**config.mk**
```make
export PLATFORM = sky130hd
export DESIGN_NAME = motion_wake_sleep
export DESIGN_NICKNAME = d
export VERILOG_FILES = /design/src/rtl/mws_pkg.sv /design/src/rtl/mws_axis_cmp.sv /design/src/rtl/mws_pulse_gate.sv /design/src/rtl/mws_debounce.sv /design/src/rtl/motion_wake_sleep.sv
export SDC_FILE = /design/constraint.sdc
export NUM_CORES = 1
export LEC_CHECK = 0
export BUFFER_PORTS_ARGS = -buffer_cell sky130_fd_sc_hd__buf_2
export CAP_MARGIN = 20
export CORE_MARGIN = 3
export CORE_UTILIZATION = 62
export CTS_BUF_LIST = sky130_fd_sc_hd__clkbuf_8
export CTS_CLUSTER_DIAMETER = 120
export DETAILED_ROUTE_END_ITERATION = 6
export GPL_TIMING_DRIVEN = 0
export MAX_ROUTING_LAYER = met4
export PLACE_DENSITY = 0.95
export SYNTH_ARGS = -nofsm -noshare
export SYNTH_HDL_FRONTEND = slang
export SYNTH_SLANG_ARGS = --single-unit
```
**constraint.sdc**
```tcl
create_clock -name clk_i -period 6.4 [get_ports clk_i]
set_clock_uncertainty 0.05 [all_clocks]
set_input_delay 1.28 -clock clk_i [delete_from_list [all_inputs] [get_ports clk_i]]
set_output_delay 1.28 -clock clk_i [all_outputs]
set_load 0.01 [all_outputs]
```
**src/rtl/mws_pkg.sv**
```systemverilog
package mws_pkg;
  typedef enum logic {
    CTR_CLEAR = 1'b0,
    CTR_DECR  = 1'b1
  } ctr_mode_e;
endpackage

```
**src/rtl/mws_axis_cmp.sv**
```systemverilog
module mws_axis_cmp #(
  parameter int DW = 16
) (
  input  logic [DW-1:0] sample_i,
  input  logic [DW-2:0] thr_i,
  input  logic          pos_en_i,
  input  logic          neg_en_i,
  output logic          pos_o,
  output logic          neg_o
);
  localparam int EW = DW + 1;

  logic signed [EW-1:0] s_ext, t_ext, t_neg;

  assign s_ext = {sample_i[DW-1], sample_i};
  assign t_ext = {2'b00, thr_i};
  assign t_neg = -t_ext;

  assign pos_o = pos_en_i && (s_ext > t_ext);
  assign neg_o = neg_en_i && (s_ext < t_neg);

  always_comb begin
    AST_DIR_EXCL: assert (!(pos_o && neg_o));
  end
endmodule

```
**src/rtl/mws_pulse_gate.sv**
```systemverilog
module mws_pulse_gate (
  input  logic clk_i,
  input  logic rst_ni,
  input  logic stb_i,
  input  logic pr_en_i,
  input  logic pos_i,
  input  logic neg_i,
  output logic pos_o,
  output logic neg_o
);
  logic seen_p_q, seen_n_q;
  logic any, qual;

  assign any  = pos_i || neg_i;
  assign qual = any && (seen_p_q || pos_i) && (seen_n_q || neg_i);

  assign pos_o = pr_en_i ? (pos_i && qual) : pos_i;
  assign neg_o = pr_en_i ? (neg_i && qual) : neg_i;

  // run of consecutive excursions; a quiet sample ends it
  always_ff @(posedge clk_i or negedge rst_ni) begin
    if (!rst_ni) begin
      seen_p_q <= 1'b0;
      seen_n_q <= 1'b0;
    end else if (stb_i) begin
      if (!any) begin
        seen_p_q <= 1'b0;
        seen_n_q <= 1'b0;
      end else begin
        seen_p_q <= seen_p_q || pos_i;
        seen_n_q <= seen_n_q || neg_i;
      end
    end
  end

  AST_RUN_ENDS: assert property (@(posedge clk_i) disable iff (!rst_ni)
    (stb_i && !any) |=> (!seen_p_q && !seen_n_q));
  AST_PASS_THRU: assert property (@(posedge clk_i) disable iff (!rst_ni)
    !pr_en_i |-> (pos_o == pos_i && neg_o == neg_i));
endmodule

```
**src/rtl/mws_debounce.sv**
```systemverilog
module mws_debounce
  import mws_pkg::*;
#(
  parameter int CW = 8
) (
  input  logic          clk_i,
  input  logic          rst_ni,
  input  logic          en_i,
  input  logic          stb_i,
  input  logic          cond_i,
  input  ctr_mode_e     mode_i,
  input  logic [CW-1:0] target_i,
  input  logic          clr_i,
  output logic          irq_o,
  output logic          fire_o
);
  logic [CW-1:0] cnt_q, cnt_d;
  logic          irq_q, irq_d;
  logic          at_target;

  assign at_target = (cnt_q >= target_i);
  assign fire_o    = en_i && !clr_i && stb_i && !irq_q && cond_i && at_target;
  assign irq_o     = irq_q;

  always_comb begin
    cnt_d = cnt_q;
    irq_d = irq_q;
    if (!en_i || clr_i) begin
      cnt_d = '0;
      irq_d = 1'b0;
    end else if (stb_i && !irq_q) begin
      if (cond_i) begin
        if (at_target) begin
          irq_d = 1'b1;
          cnt_d = '0;
        end else begin
          cnt_d = cnt_q + 1'b1;
        end
      end else if (mode_i == CTR_DECR) begin
        cnt_d = (cnt_q == '0) ? '0 : cnt_q - 1'b1;
      end else begin
        cnt_d = '0;
      end
    end
  end

  always_ff @(posedge clk_i or negedge rst_ni) begin
    if (!rst_ni) begin
      cnt_q <= '0;
      irq_q <= 1'b0;
    end else begin
      cnt_q <= cnt_d;
      irq_q <= irq_d;
    end
  end

  AST_DIS_QUIET: assert property (@(posedge clk_i) disable iff (!rst_ni)
    !en_i |=> (!irq_q && cnt_q == '0));
  AST_DECR_STEP: assert property (@(posedge clk_i) disable iff (!rst_ni)
    (en_i && !clr_i && stb_i && !irq_q && !cond_i && mode_i == CTR_DECR && cnt_q != '0)
    |=> cnt_q == $past(cnt_q) - 1'b1);
  AST_NO_STB_HOLD: assert property (@(posedge clk_i) disable iff (!rst_ni)
    (en_i && !clr_i && !stb_i) |=> ($stable(irq_q) && $stable(cnt_q)));
  AST_CLR_WINS: assert property (@(posedge clk_i) disable iff (!rst_ni)
    (en_i && clr_i) |=> (!irq_q && cnt_q == '0));
  AST_HELD_ZERO: assert property (@(posedge clk_i) disable iff (!rst_ni)
    irq_q |-> cnt_q == '0);
endmodule

```
**src/rtl/motion_wake_sleep.sv**
```systemverilog
module motion_wake_sleep
  import mws_pkg::*;
#(
  parameter int DW  = 16,
  parameter int CW  = 8,
  parameter int NAX = 3
) (
  input  logic               clk_i,
  input  logic               rst_ni,
  input  logic               wake_stb_i,
  input  logic               sleep_stb_i,
  input  logic [NAX*DW-1:0]  accel_i,
  input  logic [DW-2:0]      thr_i,
  input  logic [2*NAX-1:0]   dir_mask_i,
  input  logic               wake_en_i,
  input  logic               sleep_en_i,
  input  logic               ctr_mode_i,
  input  logic               pulse_rej_i,
  input  logic [CW-1:0]      wake_cnt_i,
  input  logic [CW-1:0]      sleep_cnt_i,
  input  logic               wake_clr_i,
  input  logic               sleep_clr_i,
  output logic               wake_irq_o,
  output logic               sleep_irq_o,
  output logic [2*NAX-1:0]   wake_src_o
);
  localparam int NDIR = 2 * NAX;

  logic [NDIR-1:0] raw_hit, eff_hit, src_q;
  logic            wake_fire, sleep_fire;
  ctr_mode_e       mode;

  assign mode = ctr_mode_e'(ctr_mode_i);

  for (genvar a = 0; a < NAX; a++) begin : g_axis
    logic pr_en;
    assign pr_en = pulse_rej_i && dir_mask_i[2*a] && dir_mask_i[2*a+1];

    mws_axis_cmp #(.DW(DW)) u_cmp (
      .sample_i (accel_i[a*DW +: DW]),
      .thr_i    (thr_i),
      .pos_en_i (dir_mask_i[2*a]),
      .neg_en_i (dir_mask_i[2*a+1]),
      .pos_o    (raw_hit[2*a]),
      .neg_o    (raw_hit[2*a+1])
    );

    mws_pulse_gate u_gate (
      .clk_i   (clk_i),
      .rst_ni  (rst_ni),
      .stb_i   (wake_stb_i),
      .pr_en_i (pr_en),
      .pos_i   (raw_hit[2*a]),
      .neg_i   (raw_hit[2*a+1]),
      .pos_o   (eff_hit[2*a]),
      .neg_o   (eff_hit[2*a+1])
    );
  end

  mws_debounce #(.CW(CW)) u_wake (
    .clk_i    (clk_i),
    .rst_ni   (rst_ni),
    .en_i     (wake_en_i),
    .stb_i    (wake_stb_i),
    .cond_i   (|eff_hit),
    .mode_i   (mode),
    .target_i (wake_cnt_i),
    .clr_i    (wake_clr_i),
    .irq_o    (wake_irq_o),
    .fire_o   (wake_fire)
  );

  mws_debounce #(.CW(CW)) u_sleep (
    .clk_i    (clk_i),
    .rst_ni   (rst_ni),
    .en_i     (sleep_en_i),
    .stb_i    (sleep_stb_i),
    .cond_i   (~|eff_hit),
    .mode_i   (mode),
    .target_i (sleep_cnt_i),
    .clr_i    (sleep_clr_i),
    .irq_o    (sleep_irq_o),
    .fire_o   (sleep_fire)
  );

  always_ff @(posedge clk_i or negedge rst_ni) begin
    if (!rst_ni)                      src_q <= '0;
    else if (!wake_en_i || wake_clr_i) src_q <= '0;
    else if (wake_fire)               src_q <= eff_hit;
  end

  assign wake_src_o = src_q;

  AST_SRC_ON_EVENT: assert property (@(posedge clk_i) disable iff (!rst_ni)
    $rose(wake_irq_o) |-> (wake_src_o != '0));
  AST_SRC_IDLE: assert property (@(posedge clk_i) disable iff (!rst_ni)
    !wake_irq_o |-> (wake_src_o == '0));
  AST_ONE_KIND: assert property (@(posedge clk_i) disable iff (!rst_ni)
    !(wake_fire && sleep_fire));
endmodule

```
==> results of run 1 <==
==> cell usage in the layout, fill, tap and decap left out, types with 4 or more instances in the layout <==
| master | count |
|---|---|
| ha_1 | 110 |
| buf_2 | 102 |
| nand2_1 | 58 |
| inv_1 | 50 |
| a21oi_1 | 36 |
| dfrtp_1 | 30 |
| nor2_1 | 29 |
| nand3_1 | 23 |
| o21ai_1 | 22 |
| nand2b_1 | 18 |
| a21o_1 | 18 |
| o21ai_0 | 16 |
| nor3_1 | 14 |
| nor2b_1 | 13 |
| o21a_1 | 13 |
| xnor2_1 | 11 |
| and3_1 | 10 |
| a31oi_1 | 10 |
| a211oi_1 | 9 |
| nor4_1 | 8 |
| clkbuf_1 | 7 |
| nand4_1 | 7 |
| o31ai_1 | 6 |
| a22oi_1 | 6 |
| o211ai_1 | 5 |
| clkbuf_8 | 5 |
| xor2_1 | 4 |
| o2111ai_1 | 4 |
| o211a_1 | 4 |
| nor3b_1 | 4 |
==> worst max-delay path by stage <==
| stage | slack (ns) | from | endpoint |
|---|---|---|---|
| global placement | 0.34 | thr_i[1] | u_sleep.cnt_q[4]$_DFFE_PN0P_ |
| finish | 0.50 | thr_i[1] | u_sleep.cnt_q[2]$_DFFE_PN0P_ |
| global route | 0.07 | thr_i[1] | u_sleep.cnt_q[5]$_DFFE_PN0P_ |
| CTS | 0.35 | thr_i[1] | u_sleep.cnt_q[6]$_DFFE_PN0P_ |
| floorplan | 1.32 | thr_i[1] | wake_src_o[2]$_DFFE_PN0P_ |
| detailed placement | 0.05 | thr_i[1] | u_sleep.cnt_q[6]$_DFFE_PN0P_ |
==> where the power goes <==
group	leakage, nW	internal [mW]	switching [mW]	total (mW)
Sequential	0.410	0.220	0.0409	0.260
Clock	0.0556	0.114	0.0787	0.193
Combinational	2.46	0.208	0.286	0.494
==> kinds of logic (layout without fill, tap and decap cells) <==
group / after synthesis / after routing / synth area share
mux: 1 / 1 / 0.002295
simple gates: 208 / 208 / 0.2244
flops: 30 / 30 / 0.1530
buf+inv: 59 / 168 / 0.04538
fa+ha+maj: 110 / 110 / 0.2805
xor+xnor: 17 / 17 / 0.03468
other cells: 0 / 1 / 0
compound gates: 185 / 185 / 0.2598
==> sequential cells by signal, summed over array words and instances, names as in the netlist <==
| register | flops |
|---|---|
| g_axis.u_gate.seen_n_q | 3 |
| u_sleep.cnt_q | 8 |
| wake_src_o | 6 |
| u_wake.irq_o | 1 |
| g_axis.u_gate.seen_p_q | 3 |
| u_wake.cnt_q | 8 |
| u_sleep.irq_o | 1 |
==> per-layer routing <==
| metal | vias up | track usage | routed length, um |
|---|---|---|---|
| li1 | 2533 | - | - |
| met1 | 2404 | 0.4152 | 5985 |
| met2 | 239 | 0.5543 | 6908 |
| met3 | 47 | 0.06534 | 1156 |
| met4 | 0 | 0.08894 | 370 |
| met5 | - | - | 0 |
==> final cells by class <==
cell class / count / area, um^2
clock inverters: 3 / 41.29
diodes: 1 / 2.502
plain buffers: 9 / 36.28
well taps: 99 / 123.9
repair buffers: 101 / 505.5
inverters: 50 / 187.7
flip-flops and latches: 30 / 750.7
clock buffers: 5 / 68.82
fillers: 606 / 1787
multi-input cells: 521 / 3944
==> critical path, stage by stage <==
cell and delay, ns:
buf_2 0.11, inv_1 0.15, ha_1 0.20, nor3b_2 0.44
nand2_1 0.19, nor3_2 0.32, nand3_1 0.13, xnor2_1 0.36
ha_1 0.33, and4_1 0.21, a21oi_1 0.13, o21ai_1 0.11
nor3_1 0.21, a21oi_1 0.17, o2111a_1 0.20, or4_1 0.45
nor2_1 0.29, clkbuf_1 0.41, nand3_1 0.13, a22oi_1 0.21
==> synthesized netlist by cell type (all sizes together) (3+ instances only) <==
cell / count
o311a: 3
nand3: 23
a32oi: 3
or4: 5
o21a: 13
o21ai: 38
clkbuf: 8
xnor2: 12
dfrtp: 30
nand2: 58
a21o: 18
nand4: 7
o2111ai: 5
and3: 10
a31oi: 10
a31o: 3
a211oi: 9
nor4: 9
a2bb2oi: 3
o31ai: 6
inv: 50
nor2: 29
nand2b: 18
and4: 3
a2111oi: 4
nor3b: 5
nor3: 16
a22oi: 6
nor2b: 13
xor2: 4
o211a: 4
a21oi: 37
o211ai: 6
ha: 110
and2: 3
==> per-stage QoR <==
stage	area [um^2]	util	setup WS (ns)
after floorplan	4907	-	1.325
after global placement	5537	0.7434	0.3389
after detailed placement	5537	0.7434	0.05106
after CTS	5647	0.7582	0.3483
after global routing	5660	0.7601	0.06737
final	5660	0.7601	0.5025
==> results.tsv, run 1 <==
metric	value	unit
status	finished clean	
largest cells by area after synthesis	ha_1 (28%), dfrtp_1 (15%), nand2_1 (4.4%)	
CTS resizes	0	
number of synthesized flops with an enable pin	0	
PD cells	167.4	mW/mm^2
Remaining Overflow, GRT	0	
ANT nets after route	0	
Global Route Usage Sum	0.3341	
WL final	14.42	mm
first-pass GRT wire length	23.32	mm
total number of vias	5223	
H-tree depth	2	
Peak VDD IR	0.1964	mV
Synth top area share	0.2805	
Initial Util	0.6589	
Mean Syn Cell Area	8.045	um^2
FF-to-FF End	u_sleep.cnt_q[6]$_DFFE_PN0P_	
reg-to-reg slack, setup	3.23	ns
Pre-antenna DRT Iters	5	
CTS buffer count	5	
hold path endpoint	g_axis[1].u_gate.seen_p_q$_DFFE_PN0P_	
hold depth	2	
final hold vios	0	
Seq cells post-synth	30	
hold buffers post-CTS	0	
Port Buffers	101	
HP Class	reg -> reg	
die height	94.97	um
Final Net Count	923	
clk sinks	30	
clk root buf	clkbuf_8	
GP Congestion	0.9206	
drt drc	0	
Iteration-0 DRC Markers	357	
Hold WS	0.4457	ns
ys flop type	dfrtp_1	
boundary pin count	103	
leading area contributor after synthesis	ha_1	
critical path arrival	6.05	ns
register area share after synthesis	0.1530	
clock-pin slew on the worst setup and hold paths	0.07	ns
Max Fanout on Critical Path	10	
initial antenna violation count	1	
Final Non-Filler Cells	819	
crit path launch type	input port	
Post CTS Setup Buffer Count	0	
DR WL/cell	17.61	um
Tmin final	5.897	ns
Worst-Margin Slew	0.9075	ns
core footprint	0.007447	mm^2
CTS Buffer Depth	2	
Pwr Total	0.9478	mW
max-cap check violation count	0	
hold path startpoint	g_axis[1].u_gate.seen_p_q$_DFFE_PN0P_	
proportion of layout cells with a drive suffix above 1	0.1752	
DIE AREA	0.009018	mm^2
max frequency	169.6	MHz
cell area after synthesis	0.004907	mm^2
Synth async-reset ratio	1.000	
Reg2Reg Depth	12	
num rows	31	
Setup crit end kind	register	
Setup-failing EPs final	0	
Post-Syn Instances	610	
Synth Warn #	0	
Syn Nets	815	
setup TNS	0	ns
P_leak	2.929	nW
Slew Limit Fails	0	
Slew HR	0.3904	
dpl hpwl	12.21	mm
RSZ-0062 raised after global routing	no	
synth-to-layout area growth	15.35	%
Die X-Extent	94.97	um
Worst EP required	6.55	ns
vias in the first global route	5166	
Yosys cell types	70	
crit path kind	in -> reg	
CTS tree	done	
placed cell count	810	
Clock Latency Late Sink	0.29	ns
largest net degree at the start of global routing	31	
fin crit share	0.9215	
r2r startpoint	u_sleep.cnt_q[0]$_DFFE_PN0P_	
vias per cell	6.377	
(Power assumes the default switching activity.)
==> inputs of run 2 (changes only) <==
==> constraint.sdc (replaced) <==
create_clock -name clk_i -period 6.4 [get_ports clk_i]
set_clock_uncertainty 0.05 [all_clocks]
set_input_delay 0.96 -clock clk_i [delete_from_list [all_inputs] [get_ports clk_i]]
set_output_delay 0.96 -clock clk_i [all_outputs]
set_load 0.01 [all_outputs]
==> run 2 against run 1 <==
  * Sequential share of layout area about the same
  * Worst setup slack improved by 0.085 ns
  * Largest power group unchanged
  * Cell count unchanged
  * Utilization shrank 0.15 points
  * Highest routed layer unchanged
  * Critical endpoint is now u_sleep.cnt_q[6]$_DFFE_PN0P_
==> results.tsv, run 2 (same netlist as run 1, synthesis figures left out) <==
metric	value	unit	change
CP top delay family	simple AND/OR/NAND/NOR gates		
RSZ-0062 raised after global routing	no		
CTS Buffer Depth	2		unchanged
Die X-Extent	94.97	um	unchanged
multi-input logic area	0.003934	mm^2	-0.25%
total stage count of the critical path	20		unchanged
crit path launch type	input port		
status	finished clean		
worst-path cell chain	buf_2 -> inv_1 -> ha_1 -> nor3b_2 -> nand2_1 -> nor3_1 -> nand3_1 -> xnor2_1 -> ha_1 -> and4_1 -> a21oi_1 -> o21ai_1 -> a211oi_1 -> o21ai_1 -> a2111oi_1 -> or4_1 -> nor2_1 -> clkbuf_1 -> a311oi_1 -> a2bb2oi_1		
CP max stage delay	0.73	ns	+0.28 ns
Iteration-0 DRC Markers	356		-0.28%
fin crit share	0.9082		-0.01326
Place WS	0.3711	ns	+0.3200 ns
Tmin final	5.813	ns	-0.08489 ns
total number of vias	5230		+0.13%
max frequency	172.0	MHz	+1.5%
first-pass GRT wire length	23.32	mm	unchanged
worst setup path start	thr_i[1]		
num rows	31		unchanged
Setup-failing EPs final	0		unchanged
final setup margin	0.5874	ns	+0.08489 ns
r2r startpoint	g_axis[0].u_gate.seen_p_q$_DFFE_PN0P_		
core footprint	0.007447	mm^2	unchanged
GP Congestion	0.9206		unchanged
WP buf/inv	3		unchanged
Reg2Reg Depth	10		-2
Pwr Total	0.9477	mW	about the same
placed instance area	0.005537	mm^2	unchanged
Max Fanout on Critical Path	10		unchanged
DIE AREA	0.009018	mm^2	unchanged
proportion of layout cells with a drive suffix above 1	0.1711		-0.004172
largest net degree at the start of global routing	31		unchanged
hold depth	2		unchanged
placed cell count	810		unchanged
Global Route Usage Sum	0.3341		unchanged
max-cap check violation count	0		unchanged
synth-to-layout area growth	15.12	%	
Remaining Overflow, GRT	0		unchanged
drt drc	0		unchanged
flip-flop and latch area	750.7	um^2	unchanged
clock-pin slew on the worst setup and hold paths	0.07	ns	about the same
Hold WS	0.4471	ns	+0.001496 ns
CTS resizes	0		unchanged
ANT nets after route	0		unchanged
vias per cell	6.386		+0.13%
dpl hpwl	12.21	mm	unchanged
boundary pin count	103		unchanged
PD cells	167.8	mW/mm^2	+0.19%
Port Buffers	101		unchanged
DR WL/cell	17.62	um	about the same
clk root buf	clkbuf_8		
Filler cells	610		+0.66%
critical path arrival	5.93	ns	-0.12 ns
CTS tree	done		
H-tree depth	2		unchanged
Post CTS Setup Buffer Count	0		unchanged
initial antenna violation count	1		unchanged
Worst EP required	6.52	ns	-0.03 ns
P_leak	2.925	nW	-0.14%
CTS buffer count	5		unchanged
Worst-Margin Slew	0.9036	ns	-0.003839 ns
slowest CP cell	a2111oi_1		
Slew Limit Fails	0		unchanged
Clock Latency Late Sink	0.29	ns	about the same
Initial Util	0.6589		unchanged
Slew HR	0.3930		+0.002579
vias in the first global route	5166		unchanged
Peak VDD IR	0.1967	mV	+0.19%
commonest non-fill, non-tap cells in the layout	ha_1 (110), buf_2 (102), nand2_1 (58)		
hold path startpoint	g_axis[1].u_gate.seen_p_q$_DFFE_PN0P_		
Pre-antenna DRT Iters	5		unchanged
crit path kind	in -> reg		
WL final	14.43	mm	about the same
Final Non-Filler Cells	819		unchanged
HP Class	reg -> reg		
die height	94.97	um	unchanged
commonest non-fill, non-tap cell in the layout	ha_1		
hold buffers post-CTS	0		unchanged
Setup crit end kind	register		
final core area utilization	0.7586		-0.001512
Final Net Count	923		unchanged
design area	0.005649	mm^2	-0.20%
final hold vios	0		unchanged
clk sinks	30		unchanged
setup TNS	0	ns	unchanged
-- run 2: cell counts in the layout (fill, tap and decap cells not counted) --
Identical to the previous run, type by type.
-- run 2: worst register-to-register path: stages, from the launching register on --
cell       delay (ns)
dfrtp_1          0.39
o21ai_0          0.26
nor4b_1          0.28
a22oi_1          0.14
a2bb2oi_1        0.14
a21bo_1          0.23
or4_1            0.55
nor2_1           0.29
clkbuf_1         0.43
a311oi_1         0.19
a2bb2oi_1        0.21
-- run 2: layer usage --
| metal | share of wire | track usage | vias up | wire, um |
|---|---|---|---|---|
| met3 | 0.076 | 0.06534 | 44 | 1103 |
| met5 | 0 | - | - | 0 |
| met1 | 0.42 | 0.4152 | 2416 | 6050 |
| met2 | 0.48 | 0.5543 | 240 | 6954 |
| met4 | 0.022 | 0.08894 | 0 | 319 |
| li1 | - | - | 2530 | - |
-- run 2: layout make-up --
cell class                      instances  share of cell area
Antenna cell                            1           0.0004430
Buffer                                  9            0.006202
Clock buffer                            5             0.01218
Clock inverter                          3            0.007309
Inverter                               50             0.03322
Multi-Input combinational cell        521              0.6963
Sequential cell                        30              0.1329
Tap cell                               99             0.02193
Timing Repair Buffer                  101             0.08948
-- run 2: worst paths after layout --
| check | endpoint | slack, ns |
|---|---|---|
| max | u_sleep.cnt_q[6]$_DFFE_PN0P_ | 0.59 |
| min | g_axis[1].u_gate.seen_p_q$_DFFE_PN0P_ | 0.45 |
| max reg2reg | u_sleep.cnt_q[6]$_DFFE_PN0P_ | 3.18 |
| min reg2reg | g_axis[1].u_gate.seen_p_q$_DFFE_PN0P_ | 0.45 |
| max in group asynchronous | u_wake.cnt_q[3]$_DFFE_PN0P_ | 5.17 |
| min in group asynchronous | u_sleep.cnt_q[3]$_DFFE_PN0P_ | 0.67 |
-- run 2: power breakdown --
| part | internal (mW) | switching, mW | leakage (nW) |
|---|---|---|---|
| Combinational | 0.208 | 0.286 | 2.46 |
| Sequential | 0.220 | 0.0408 | 0.410 |
| Clock | 0.114 | 0.0784 | 0.0556 |
| Total | 0.542 | 0.406 | 2.92 |
==> inputs of run 3 (changes only) <==
Settings changed: CORE_MARGIN 3 to not set.
==> run 3 against run 2 <==
  * Power decreased by 1.4%
  * Clock-buffer cell count increased by 3
  * Non-clock buffer count unchanged
  * Via count up 1.3%
  * Utilization fell by 2.4 points
  * Worst setup slack improved by 0.067 ns
  * Sequential share of layout area about the same
==> results.tsv, run 3 (same netlist as run 1, synthesis figures left out) <==
metric	value	unit	change
status	finished clean		
initial antenna violation count	0		-1
H-tree depth	2		unchanged
Filler cells	592		-3.0%
Global Route Usage Sum	0.3455		+0.01138
slowest CP cell	a2111oi_1		
Worst Setup EP	u_sleep.cnt_q[6]$_DFFE_PN0P_		
WL final	13.87	mm	-3.9%
Slew Limit Fails	0		unchanged
crit path kind	in -> reg		
worst setup path start	thr_i[1]		
boundary pin count	103		unchanged
DIE AREA	0.008275	mm^2	-8.2%
WP buf/inv	3		unchanged
max frequency	174.1	MHz	+1.2%
Remaining Overflow, GRT	0		unchanged
fin crit share	0.8977		-0.01049
critical path arrival	5.90	ns	-0.03 ns
PD cells	165.3	mW/mm^2	-1.4%
Initial Util	0.6383		-0.02059
Pre-antenna DRT Iters	5		unchanged
commonest non-fill, non-tap cells in the layout	ha_1 (110), buf_2 (102), nand2_1 (58)		
placed instance area	0.005540	mm^2	about the same
P_leak	2.927	nW	about the same
final hold vios	0		unchanged
reg-to-reg slack, setup	3.21	ns	+0.03 ns
max-cap check violation count	0		unchanged
final core area utilization	0.7350		-0.02354
Worst-Margin Slew	0.8932	ns	-0.01040 ns
largest net degree at the start of global routing	31		unchanged
r2r startpoint	g_axis[0].u_gate.seen_p_q$_DFFE_PN0P_		
Clock Latency Late Sink	0.28	ns	about the same
final setup margin	0.6545	ns	+0.06711 ns
clk sinks	30		unchanged
CTS buffer count	5		unchanged
Reg2Reg Depth	10		unchanged
DR WL/cell	16.89	um	-4.1%
core footprint	0.007687	mm^2	+3.2%
Peak VDD IR	0.09534	mV	-52%
Setup-failing EPs final	0		unchanged
CP top delay family	simple AND/OR/NAND/NOR gates		
total number of vias	5299		+1.3%
CTS resizes	0		unchanged
CP max stage delay	0.72	ns	about the same
clock-pin slew on the worst setup and hold paths	0.06	ns	about the same
worst-path cell chain	buf_2 -> inv_1 -> ha_1 -> nor3b_2 -> nand2_1 -> nor3_1 -> nand3_1 -> xnor2_1 -> ha_1 -> and4_1 -> a21oi_1 -> o21ai_1 -> a211oi_1 -> o21ai_1 -> a2111oi_1 -> or4_1 -> nor2_1 -> clkbuf_1 -> nor3_1 -> a2bb2oi_1		
first-pass GRT wire length	22.70	mm	-2.6%
clk root buf	clkbuf_8		
proportion of layout cells with a drive suffix above 1	0.1725		+0.001391
num rows	32		+3.2%
FF-to-FF End	u_sleep.cnt_q[6]$_DFFE_PN0P_		
crit path launch type	input port		
HP Class	reg -> reg		
placed cell count	813		+0.37%
RSZ-0062 raised after global routing	no		
Slew HR	0.3999		+0.006987
hold buffers post-CTS	0		unchanged
Setup crit end kind	register		
Iteration-0 DRC Markers	375		+5.3%
Tmin final	5.745	ns	-0.06711 ns
Worst EP required	6.56	ns	+0.04 ns
synth-to-layout area growth	15.15	%	about the same
vias in the first global route	5113		-1.0%
Place WS	0.5366	ns	+0.1655 ns
Max Fanout on Critical Path	10		unchanged
die height	90.97	um	-4.2%
Final Net Count	923		unchanged
dpl hpwl	11.53	mm	-5.6%
design area	0.005650	mm^2	about the same
ANT nets after route	0		unchanged
Die X-Extent	90.97	um	-4.2%
Final Non-Filler Cells	821		+0.24%
commonest non-fill, non-tap cell in the layout	ha_1		
Inserted Diodes	0		-1
setup TNS	0	ns	unchanged
drt drc	0		unchanged
CTS Buffer Depth	2		unchanged
Port Buffers	101		unchanged
Post CTS Setup Buffer Count	0		unchanged
CTS tree	done		
total stage count of the critical path	20		unchanged
vias per cell	6.454		+1.1%
GP Congestion	0.9880		+7.3%
[run 3: area by class of cell]
class | instances | area [um^2] | share of cell area
Tap cell | 102 | 127.6 | 0.02259
Timing Repair Buffer | 101 | 505.5 | 0.08946
Inverter | 50 | 187.7 | 0.03322
Clock buffer | 8 | 110.1 | 0.01949
Sequential cell | 30 | 750.7 | 0.1329
Multi-Input combinational cell | 521 | 3934 | 0.6962
Buffer | 9 | 35.03 | 0.006200
[run 3: worst min path at each step]
stage / start / to / slack (ns) / depth (start not counted)
2_1_floorplan: g_axis[1].u_gate.seen_n_q$_DFFE_PN0P_ / g_axis[1].u_gate.seen_n_q$_DFFE_PN0P_ / 0.40 / 2
3_3_place_gp: g_axis[1].u_gate.seen_n_q$_DFFE_PN0P_ / g_axis[1].u_gate.seen_n_q$_DFFE_PN0P_ / 0.41 / 2
3_5_place_dp: g_axis[0].u_gate.seen_n_q$_DFFE_PN0P_ / g_axis[0].u_gate.seen_n_q$_DFFE_PN0P_ / 0.43 / 2
4_1_cts: g_axis[0].u_gate.seen_n_q$_DFFE_PN0P_ / g_axis[0].u_gate.seen_n_q$_DFFE_PN0P_ / 0.45 / 2
5_1_grt: g_axis[1].u_gate.seen_p_q$_DFFE_PN0P_ / g_axis[1].u_gate.seen_p_q$_DFFE_PN0P_ / 0.47 / 2
6_report: g_axis[0].u_gate.seen_n_q$_DFFE_PN0P_ / g_axis[0].u_gate.seen_n_q$_DFFE_PN0P_ / 0.45 / 2
[run 3: through the flow]
| step | hold slack [ns] | total power, mW |
|---|---|---|
| floorplan | 0.3969 | 0.5901 |
| global placement | 0.4092 | 0.7043 |
| detailed placement | 0.4348 | 0.7387 |
| CTS | 0.4510 | 0.9252 |
| global route | 0.4713 | 1.006 |
| finish | 0.4524 | 0.9343 |
[run 3: power breakdown]
group          leakage [nW]  switching, mW  internal [mW]  total (mW)
logic                  2.46          0.285          0.207       0.492
clock network        0.0575         0.0729          0.108       0.181
registers             0.410         0.0409          0.220       0.261
total                  2.93          0.399          0.535       0.934
[run 3: tightest hold or removal path: stages (launching register included)]
cell     delay (ns)
dfrtp_1        0.35
nand2_1        0.05
o21ai_1        0.06
[run 3: metal layers]
metal / global-route usage / vias to the layer above / part of all wire
met5: - / - / 0
met4: 0.1151 / 0 / 0.024
met3: 0.02848 / 46 / 0.073
met2: 0.6004 / 269 / 0.49
met1: 0.4233 / 2462 / 0.42
li1: - / 2522 / -
